$ cat src/rtl/sg_pkg.sv
package sg_pkg;

  // One decoded, priority-resolved, lock-gated operation per cycle
  typedef struct packed {
    logic ipbProg;
    logic ipbEraseAll;
    logic dpbSet;
    logic dpbClear;
    logic lockSet;
    logic statusRd;
  } sgOps_t;

endpackage

$ cat src/rtl/sg_ctrl.sv
module sg_ctrl
  import sg_pkg::*;
(
  input  logic   clk,
  input  logic   volRstN,
  input  logic   cmdIpbProg,
  input  logic   cmdIpbEraseAll,
  input  logic   cmdDpbSet,
  input  logic   cmdDpbClear,
  input  logic   cmdLockSet,
  input  logic   cmdStatusRd,
  output sgOps_t ops,
  output logic   lockN
);

  sgOps_t pick;

  // Priority choice first, lock gating second
  always_comb begin
    pick          = '0;
    pick.statusRd = cmdStatusRd;
    if (cmdIpbEraseAll)   pick.ipbEraseAll = 1'b1;
    else if (cmdIpbProg)  pick.ipbProg     = 1'b1;
    else if (cmdDpbSet)   pick.dpbSet      = 1'b1;
    else if (cmdDpbClear) pick.dpbClear    = 1'b1;
    else if (cmdLockSet)  pick.lockSet     = 1'b1;
  end

  always_comb begin
    ops = pick;
    if (!lockN) begin
      ops.ipbProg     = 1'b0;
      ops.ipbEraseAll = 1'b0;
    end
  end

  // Volatile lock: engaged by command, released only by reset
  always_ff @(posedge clk or negedge volRstN) begin
    if (!volRstN)         lockN <= 1'b1;
    else if (ops.lockSet) lockN <= 1'b0;
  end

  p_lock_sticky_r4: assert property (@(posedge clk) disable iff (!volRstN)
    !lockN |=> !lockN);

  p_lock_engage_r4: assert property (@(posedge clk) disable iff (!volRstN)
    (cmdLockSet && !cmdIpbEraseAll && !cmdIpbProg && !cmdDpbSet && !cmdDpbClear) |=> !lockN);

endmodule

$ cat src/rtl/sg_bits.sv
module sg_bits
  import sg_pkg::*;
#(
  parameter int NUM_SECTORS = 128,
  parameter int SEC_W       = 7,
  parameter int WP_IDX      = 127
) (
  input  logic                   clk,
  input  logic                   porN,
  input  logic                   volRstN,
  input  sgOps_t                 ops,
  input  logic [SEC_W-1:0]       opSector,
  input  logic                   wpN,
  input  logic [SEC_W-1:0]       querySector,
  output logic [NUM_SECTORS-1:0] ipbVec,
  output logic                   queryProtected,
  output logic                   statusValid,
  output logic [7:0]             statusData
);

  logic [NUM_SECTORS-1:0] dpbVec;
  logic [NUM_SECTORS-1:0] protVec;
  logic                   selIpb;

  for (genvar s = 0; s < NUM_SECTORS; s++) begin : g_sector
    localparam logic [SEC_W-1:0] SelfIdx = SEC_W'(s);
    logic hit;
    assign hit = (opSector == SelfIdx);

    // Persistent-style bit: only power-up or erase-all raise it
    always_ff @(posedge clk or negedge porN) begin
      if (!porN)                  ipbVec[s] <= 1'b1;
      else if (ops.ipbEraseAll)   ipbVec[s] <= 1'b1;
      else if (ops.ipbProg && hit) ipbVec[s] <= 1'b0;
    end

    // Volatile bit, individually set/cleared
    always_ff @(posedge clk or negedge volRstN) begin
      if (!volRstN)                 dpbVec[s] <= 1'b1;
      else if (ops.dpbSet && hit)   dpbVec[s] <= 1'b0;
      else if (ops.dpbClear && hit) dpbVec[s] <= 1'b1;
    end

    if (s == WP_IDX) begin : g_wp
      assign protVec[s] = !ipbVec[s] || !dpbVec[s] || !wpN;
    end else begin : g_plain
      assign protVec[s] = !ipbVec[s] || !dpbVec[s];
    end
  end

  always_comb begin
    queryProtected = 1'b1;
    if (int'(querySector) < NUM_SECTORS) queryProtected = protVec[querySector];
  end

  always_comb begin
    selIpb = 1'b1;
    if (int'(opSector) < NUM_SECTORS) selIpb = ipbVec[opSector];
  end

  always_ff @(posedge clk or negedge volRstN) begin
    if (!volRstN) begin
      statusValid <= 1'b0;
      statusData  <= 8'h00;
    end else begin
      statusValid <= ops.statusRd;
      if (ops.statusRd) statusData <= {7'b0, selIpb};
    end
  end

  p_ipb_no_rise_r2: assert property (@(posedge clk) disable iff (!porN)
    !ops.ipbEraseAll |=> ((~$past(ipbVec)) & ipbVec) == '0);

  p_erase_sets_all_r2: assert property (@(posedge clk) disable iff (!porN)
    ops.ipbEraseAll |=> (&ipbVec));

  p_dpb_after_reset_r6: assert property (@(posedge clk) disable iff (!porN)
    $rose(volRstN) |-> (&dpbVec));

  p_status_code_r8: assert property (@(posedge clk) disable iff (!volRstN)
    statusValid |-> (statusData[7:1] == 7'd0));

endmodule

$ cat src/rtl/sector_protect_unit.sv
module sector_protect_unit
  import sg_pkg::*;
#(
  parameter int  NUM_SECTORS = 128,
  parameter bit  WP_TOP      = 1'b1,
  localparam int SEC_W       = $clog2(NUM_SECTORS)
) (
  input  logic             clk,
  input  logic             rstN,
  input  logic             porN,
  input  logic             cmdIpbProg,
  input  logic             cmdIpbEraseAll,
  input  logic             cmdDpbSet,
  input  logic             cmdDpbClear,
  input  logic             cmdLockSet,
  input  logic             cmdStatusRd,
  input  logic [SEC_W-1:0] cmdSector,
  input  logic             wpN,
  input  logic [SEC_W-1:0] querySector,
  output logic             queryProtected,
  output logic             statusValid,
  output logic [7:0]       statusData
);

  localparam int WP_IDX = WP_TOP ? NUM_SECTORS - 1 : 0;

  logic                   volRstN;
  sgOps_t                 ops;
  logic                   lockN;
  logic [NUM_SECTORS-1:0] ipbVec;

  assign volRstN = rstN & porN;

  sg_ctrl i_ctrl (
    .clk            (clk),
    .volRstN        (volRstN),
    .cmdIpbProg     (cmdIpbProg),
    .cmdIpbEraseAll (cmdIpbEraseAll),
    .cmdDpbSet      (cmdDpbSet),
    .cmdDpbClear    (cmdDpbClear),
    .cmdLockSet     (cmdLockSet),
    .cmdStatusRd    (cmdStatusRd),
    .ops            (ops),
    .lockN          (lockN)
  );

  sg_bits #(
    .NUM_SECTORS (NUM_SECTORS),
    .SEC_W       (SEC_W),
    .WP_IDX      (WP_IDX)
  ) i_bits (
    .clk            (clk),
    .porN           (porN),
    .volRstN        (volRstN),
    .ops            (ops),
    .opSector       (cmdSector),
    .wpN            (wpN),
    .querySector    (querySector),
    .ipbVec         (ipbVec),
    .queryProtected (queryProtected),
    .statusValid    (statusValid),
    .statusData     (statusData)
  );

  p_ipb_frozen_r3: assert property (@(posedge clk) disable iff (!volRstN)
    !lockN |=> $stable(ipbVec));

endmodule

$ cat config.mk
export PLATFORM = sky130hd
export DESIGN_NAME = sector_protect_unit
export DESIGN_NICKNAME = d
export VERILOG_FILES = /design/src/rtl/sg_pkg.sv /design/src/rtl/sg_ctrl.sv /design/src/rtl/sg_bits.sv /design/src/rtl/sector_protect_unit.sv
export SDC_FILE = /design/constraint.sdc
export NUM_CORES = 1
export LEC_CHECK = 0
export CAP_MARGIN = 20
export CORE_ASPECT_RATIO = 1.5
export CORE_MARGIN = 1
export CORE_UTILIZATION = 30
export DETAILED_ROUTE_END_ITERATION = 8
export PLACE_DENSITY_LB_ADDON = 0.1
export SLEW_MARGIN = 10
export SYNTH_ARGS = -nofsm -noshare
export SYNTH_HDL_FRONTEND = slang
export SYNTH_SLANG_ARGS = --single-unit
export TNS_END_PERCENT = 5
$ cat constraint.sdc
create_clock -name clk -period 6.4 [get_ports clk]
set_clock_uncertainty 0.1 [all_clocks]
set_input_delay 0.64 -clock clk [delete_from_list [all_inputs] [get_ports clk]]
set_output_delay 0.64 -clock clk [all_outputs]
set_load 0.005 [all_outputs]
* After elaboration in Yosys (flattened, before gate mapping) *
Index checks and enable logic that the tools add are counted.

storage, ports and cells
  bits in registers = 259
  logic and storage cells = 1943
  bits in writable memories = 0
  bits in latches = 0
  bits in read-only memories = 0
  memories kept = 0
  output and inout bits = 10

operators by class
  $lt $le $gt $ge = 2
  bitwise gates (word level) = 1
  shift-type cells = 0
  divide/modulo/power cells = 0
  add/subtract/negate cells = 0
  multiply operators = 0
  equal/unequal tests = 127
  multiplexer cells = 527
  reduce and logical (&&, ||, !) cells = 1027

operator list
  operator            count
  $mux 1              521
  $reduce_bool 2->1   256
  $eq 7x7->1 const B  64
  $logic_and 1x1->1   384
  $logic_not 1->1     257
  $eq 7x6->1 const B  32
  $logic_or 1x1->1    129
  $eq 7x5->1 const B  16
  $eq 7x4->1 const B  8
  $eq 7x3->1 const B  4
  $lt 7x8->1 const B  2
  $bmux 1 s7          2
  $eq 7x2->1 const B  2
  $eq 7x1->1 const B  1
  $logic_not 7->1     1
  $mux 3              2
  $mux 2              2
  $and 1x1->1         1

* Longest topological paths before layout *
  depth in word-level cells = 8
  depth in mapped cells = 10

* Modules after synthesis *
A second synthesis with hierarchy kept.

unflattened totals
  cells, all modules = 1300
  area total of the unflattened synthesis = 13033.8 µm²

modules (own cells, without submodules)
  module               sequential area each (µm²)  cells an instance  area each (µm²)  instances
  sg_bits              6776.5                      1288               12933.7          1
  sg_ctrl              26.3                        11                 93.8             1
  sector_protect_unit  0.0                         1                  6.3              1

* Least setup slack after synthesis *
Ideal clock, no wire load.

  path kind = input to output
  from = in querySector[0]
  to = out queryProtected
  required time = 5660 ps
  setup slack = 3662 ps
  arrival time = 1998 ps
  path buffers = 4
  stages on the path = 9
  cell sequence = buf_2 -> buf_2 -> buf_2 -> buf_2 -> o211ai_1 -> nand4_1 -> o311ai_0 -> a211oi_1 -> a2bb2oi_1

between the ends
  word-level cells in the longest chain between the ends = 2

ends and longest elaborated chain
  item                          RTL line                   text
  start: declaration            sector_protect_unit.sv:19  input logic [SEC_W-1:0] querySector,
  $bmux 1 s7                    sg_bits.sv:53              if (int'(querySector) < NUM_SECTORS) queryProtected = protVec[querySector];
  $mux 1 (not written as such)  sg_bits.sv:53
  end: declaration              sector_protect_unit.sv:20  output logic queryProtected,

No other way between the ends. The select of a mux whose other input is x is not followed.

* Final worst setup path *
  from = in querySector[2]
  to = out queryProtected

Same word-level chain as after synthesis.

==> out/metrics.yaml <==
status: "completed"
ys.flop_type: "dfstp_2"
dr.first_iter.drc_count: 815
die_x_um: 172
rsz0062_at_grt: "false"
grt_max_degree: 72
setup_viol: 0
yosys_warnings: 0
drive_gt1_frac: 0.277
hold_path_class: "primary input to asynchronous set/reset pin"
numPortBuffers: 26
worstRegToRegCells: 6
grt_pass1_wl_um: 77100
cts_buffer_depth: 3
clk_pin_slew_worst_paths_ns: 0.06
grt_pass1_vias: 10700
via_per_inst: 5.53
power_frac_seq: 0.452
wirelength_um: 52200
vdd_drop_max_mv: 0.180
hpwl_um: 34600
post-route-min-period_ns: 4.95
crit_type: "primary input to output port"
mostFrequentLayoutCell: "nand2_1"
critPathMaxFanout: 10
ant_nets: 0
die_h_um: 257
powerDensity_nw_per_um2: 259
cts_hold_buffers: 0
cts.htree.levels: 1
tightest_slew_ns: 1.12
clk_latency_ns: 0.57
arrival_ns: 4.21
fin_setup_tns_ns: 0
final_cell_mix: "nand2_1, a21oi_1, dfstp_2"
antennaDiodeCount: 0
core_um2: 42800
numCtsBuffers: 29
avgRoutedWirePerCell_um: 26.8
fin_ws_ns: 1.45
grt_overflow: 0
p_int_uw: 2820
drv_cap: 0
synth-edff-count: 0
combPwrFrac: 0.089
rrSetupSlack_ns: 3.68
synth_seq_cells: 259
dpl_cell_area_um2: 13700
switching_share: 0.259
fin_crit_sh: 0.773
post-cts-setup-buffers: 0
drv_slew: 0
design_area_um2: 14700
cts_sinks: 259
worstReg2RegStart: "i_ctrl.lockN"
drc_errors: 0
drtPass1Iterations: 5
multi_input_area_um2: 5660
start_util: 0.304
startpoint: "querySector[2]"
worst_setup_path_start_kind: "primary input"
crit_end: "queryProtected"
cp.required_ns: 5.66
io_pins: 34
async_flop_share: 1.00
track_usage: 0.242
dpl_worst_slack_ns: 1.51
ctsResizeCount: 0
synth_area_um2: 13000
p_leak_uw: 0.00515
hold_viol: 0
relSlewSlack: 0.250
final_nets: 1387
cts_tree: "yes"
die_area_um2: 44200
area_growth_pct: 12.9
regArea_um2: 6800
antenna_found_initial: 0
ys_types: 70
rows: 93
vias: 10800
end_kind: "output port"
switchingPower_uw: 986
p_clk_frac: 0.459
synthesis.instances: 1370
ys_seq_area_frac: 0.523
cts_root_buffer: "clkbuf_16"
routabilityCongestion: 0.880
r2r-end: "i_bits.ipbVec[45]"
synth.avg_cell_area_um2: 9.49
nFillCells: 4489
fmax_ghz: 0.202
==> logic make-up (layout without fill, tap and decap cells) <==
family | Yosys count | in the layout | synth area share
compound gates | 457 | 457 | 0.195
buf+inv | 108 | 115 | 0.0454
flops | 259 | 259 | 0.523
mux | 43 | 43 | 0.0668
other cells | 1 | 7 | 0.000289
simple gates | 502 | 502 | 0.169
==> state kept, by name, summed over array words and instances (netlist names) <==
| register | count |
|---|---|
| i_bits.ipbVec | 128 |
| i_bits.statusData | 1 |
| i_bits.statusValid | 1 |
| i_bits.dpbVec | 128 |
| i_ctrl.lockN | 1 |
==> power groups by stage <==
stage                     Clock, uW  Sequential, uW  Combinational (uW)
after CTS                      1790            1720                 340
after global routing           1840            1720                 365
after global placement            0            1740                 336
after floorplan                   0            1730                 200
final                          1750            1720                 339
after detailed placement          0            1740                 339
==> per-stage QoR <==
step | hold slack, ns | instances | utilization | total power, uW
finish | 0.182 | 1953 | 0.343 | 3800
global route | 0.227 | 1953 | 0.343 | 3930
CTS | 0.203 | 1952 | 0.343 | 3850
detailed placement | 0.356 | 1901 | 0.320 | 2080
global placement | 0.352 | 1897 | 0.319 | 2080
floorplan | 0.341 | 1376 | - | 1930
==> synth_stat cells (3+ instances only) <==
| cell type | instances | area [um^2] |
|---|---|---|
| mux4_2 | 19 | 428 |
| a31oi_1 | 10 | 62.6 |
| nor3_2 | 3 | 30.0 |
| clkbuf_1 | 56 | 210 |
| buf_2 | 21 | 105 |
| mux2_2 | 4 | 45.0 |
| nand2_1 | 301 | 1130 |
| a211oi_1 | 6 | 45.0 |
| and3_1 | 6 | 37.5 |
| a21oi_1 | 267 | 1340 |
| dfstp_2 | 257 | 6750 |
| nor2_1 | 69 | 259 |
| o22ai_1 | 3 | 18.8 |
| a311o_1 | 3 | 30.0 |
| nor4_1 | 3 | 18.8 |
| nand3_1 | 61 | 305 |
| and2_1 | 6 | 37.5 |
| nand2b_1 | 7 | 43.8 |
| mux4_1 | 12 | 315 |
| a22oi_1 | 5 | 37.5 |
| o21ai_0 | 105 | 526 |
| nand4_1 | 6 | 37.5 |
| buf_6 | 9 | 101 |
| inv_1 | 4 | 15.0 |
| nor3_1 | 5 | 25.0 |
| nor2b_1 | 8 | 50.1 |
| nand3b_1 | 6 | 45.0 |
| nor2_2 | 5 | 31.3 |
| o211ai_1 | 31 | 233 |
| mux2i_1 | 8 | 80.1 |
| buf_4 | 12 | 90.1 |
==> cell type report <==
cell class / instances / share of cell area
clock inverters: 8 / 0.00861
clock buffers: 43 / 0.0578
well taps: 570 / 0.0486
flip-flops and latches: 259 / 0.464
repair buffers: 60 / 0.0349
inverters: 4 / 0.00102
multi-input cells: 1009 / 0.386
==> worst max-delay path, cell delays in order <==
cell	delay, ns
clkdlybuf4s50_1	0.76
nor2b_1	0.94
o211ai_1	0.22
o2111ai_1	0.19
o311ai_0	0.16
a211oi_1	0.33
a2bb2oi_1	0.38
clkdlybuf4s50_1	0.58
==> layer usage <==
layer	part of all wire	up-vias	GRT usage	routed length [um]
met3	0.043	93	0.0223	2240
met1	0.43	5512	0.325	22300
li1	-	4847	-	-
met4	0.047	0	0.108	2470
met2	0.48	349	0.393	25300
met5	0	-	0	0
==> worst min-delay path by stage <==
stage | startpoint | endpoint | slack [ns] | depth (start not counted)
after floorplan | i_bits.ipbVec[71] | i_bits.ipbVec[71] | 0.34 | 2
after global placement | i_bits.ipbVec[67] | i_bits.ipbVec[67] | 0.35 | 2
after detailed placement | i_bits.ipbVec[32] | i_bits.ipbVec[32] | 0.36 | 2
after CTS | porN | i_bits.ipbVec[47] | 0.20 | 1
after global routing | porN | i_bits.ipbVec[47] | 0.23 | 1
final | porN | i_bits.ipbVec[47] | 0.18 | 1
Note: power is estimated with default switching activity, not from simulation.
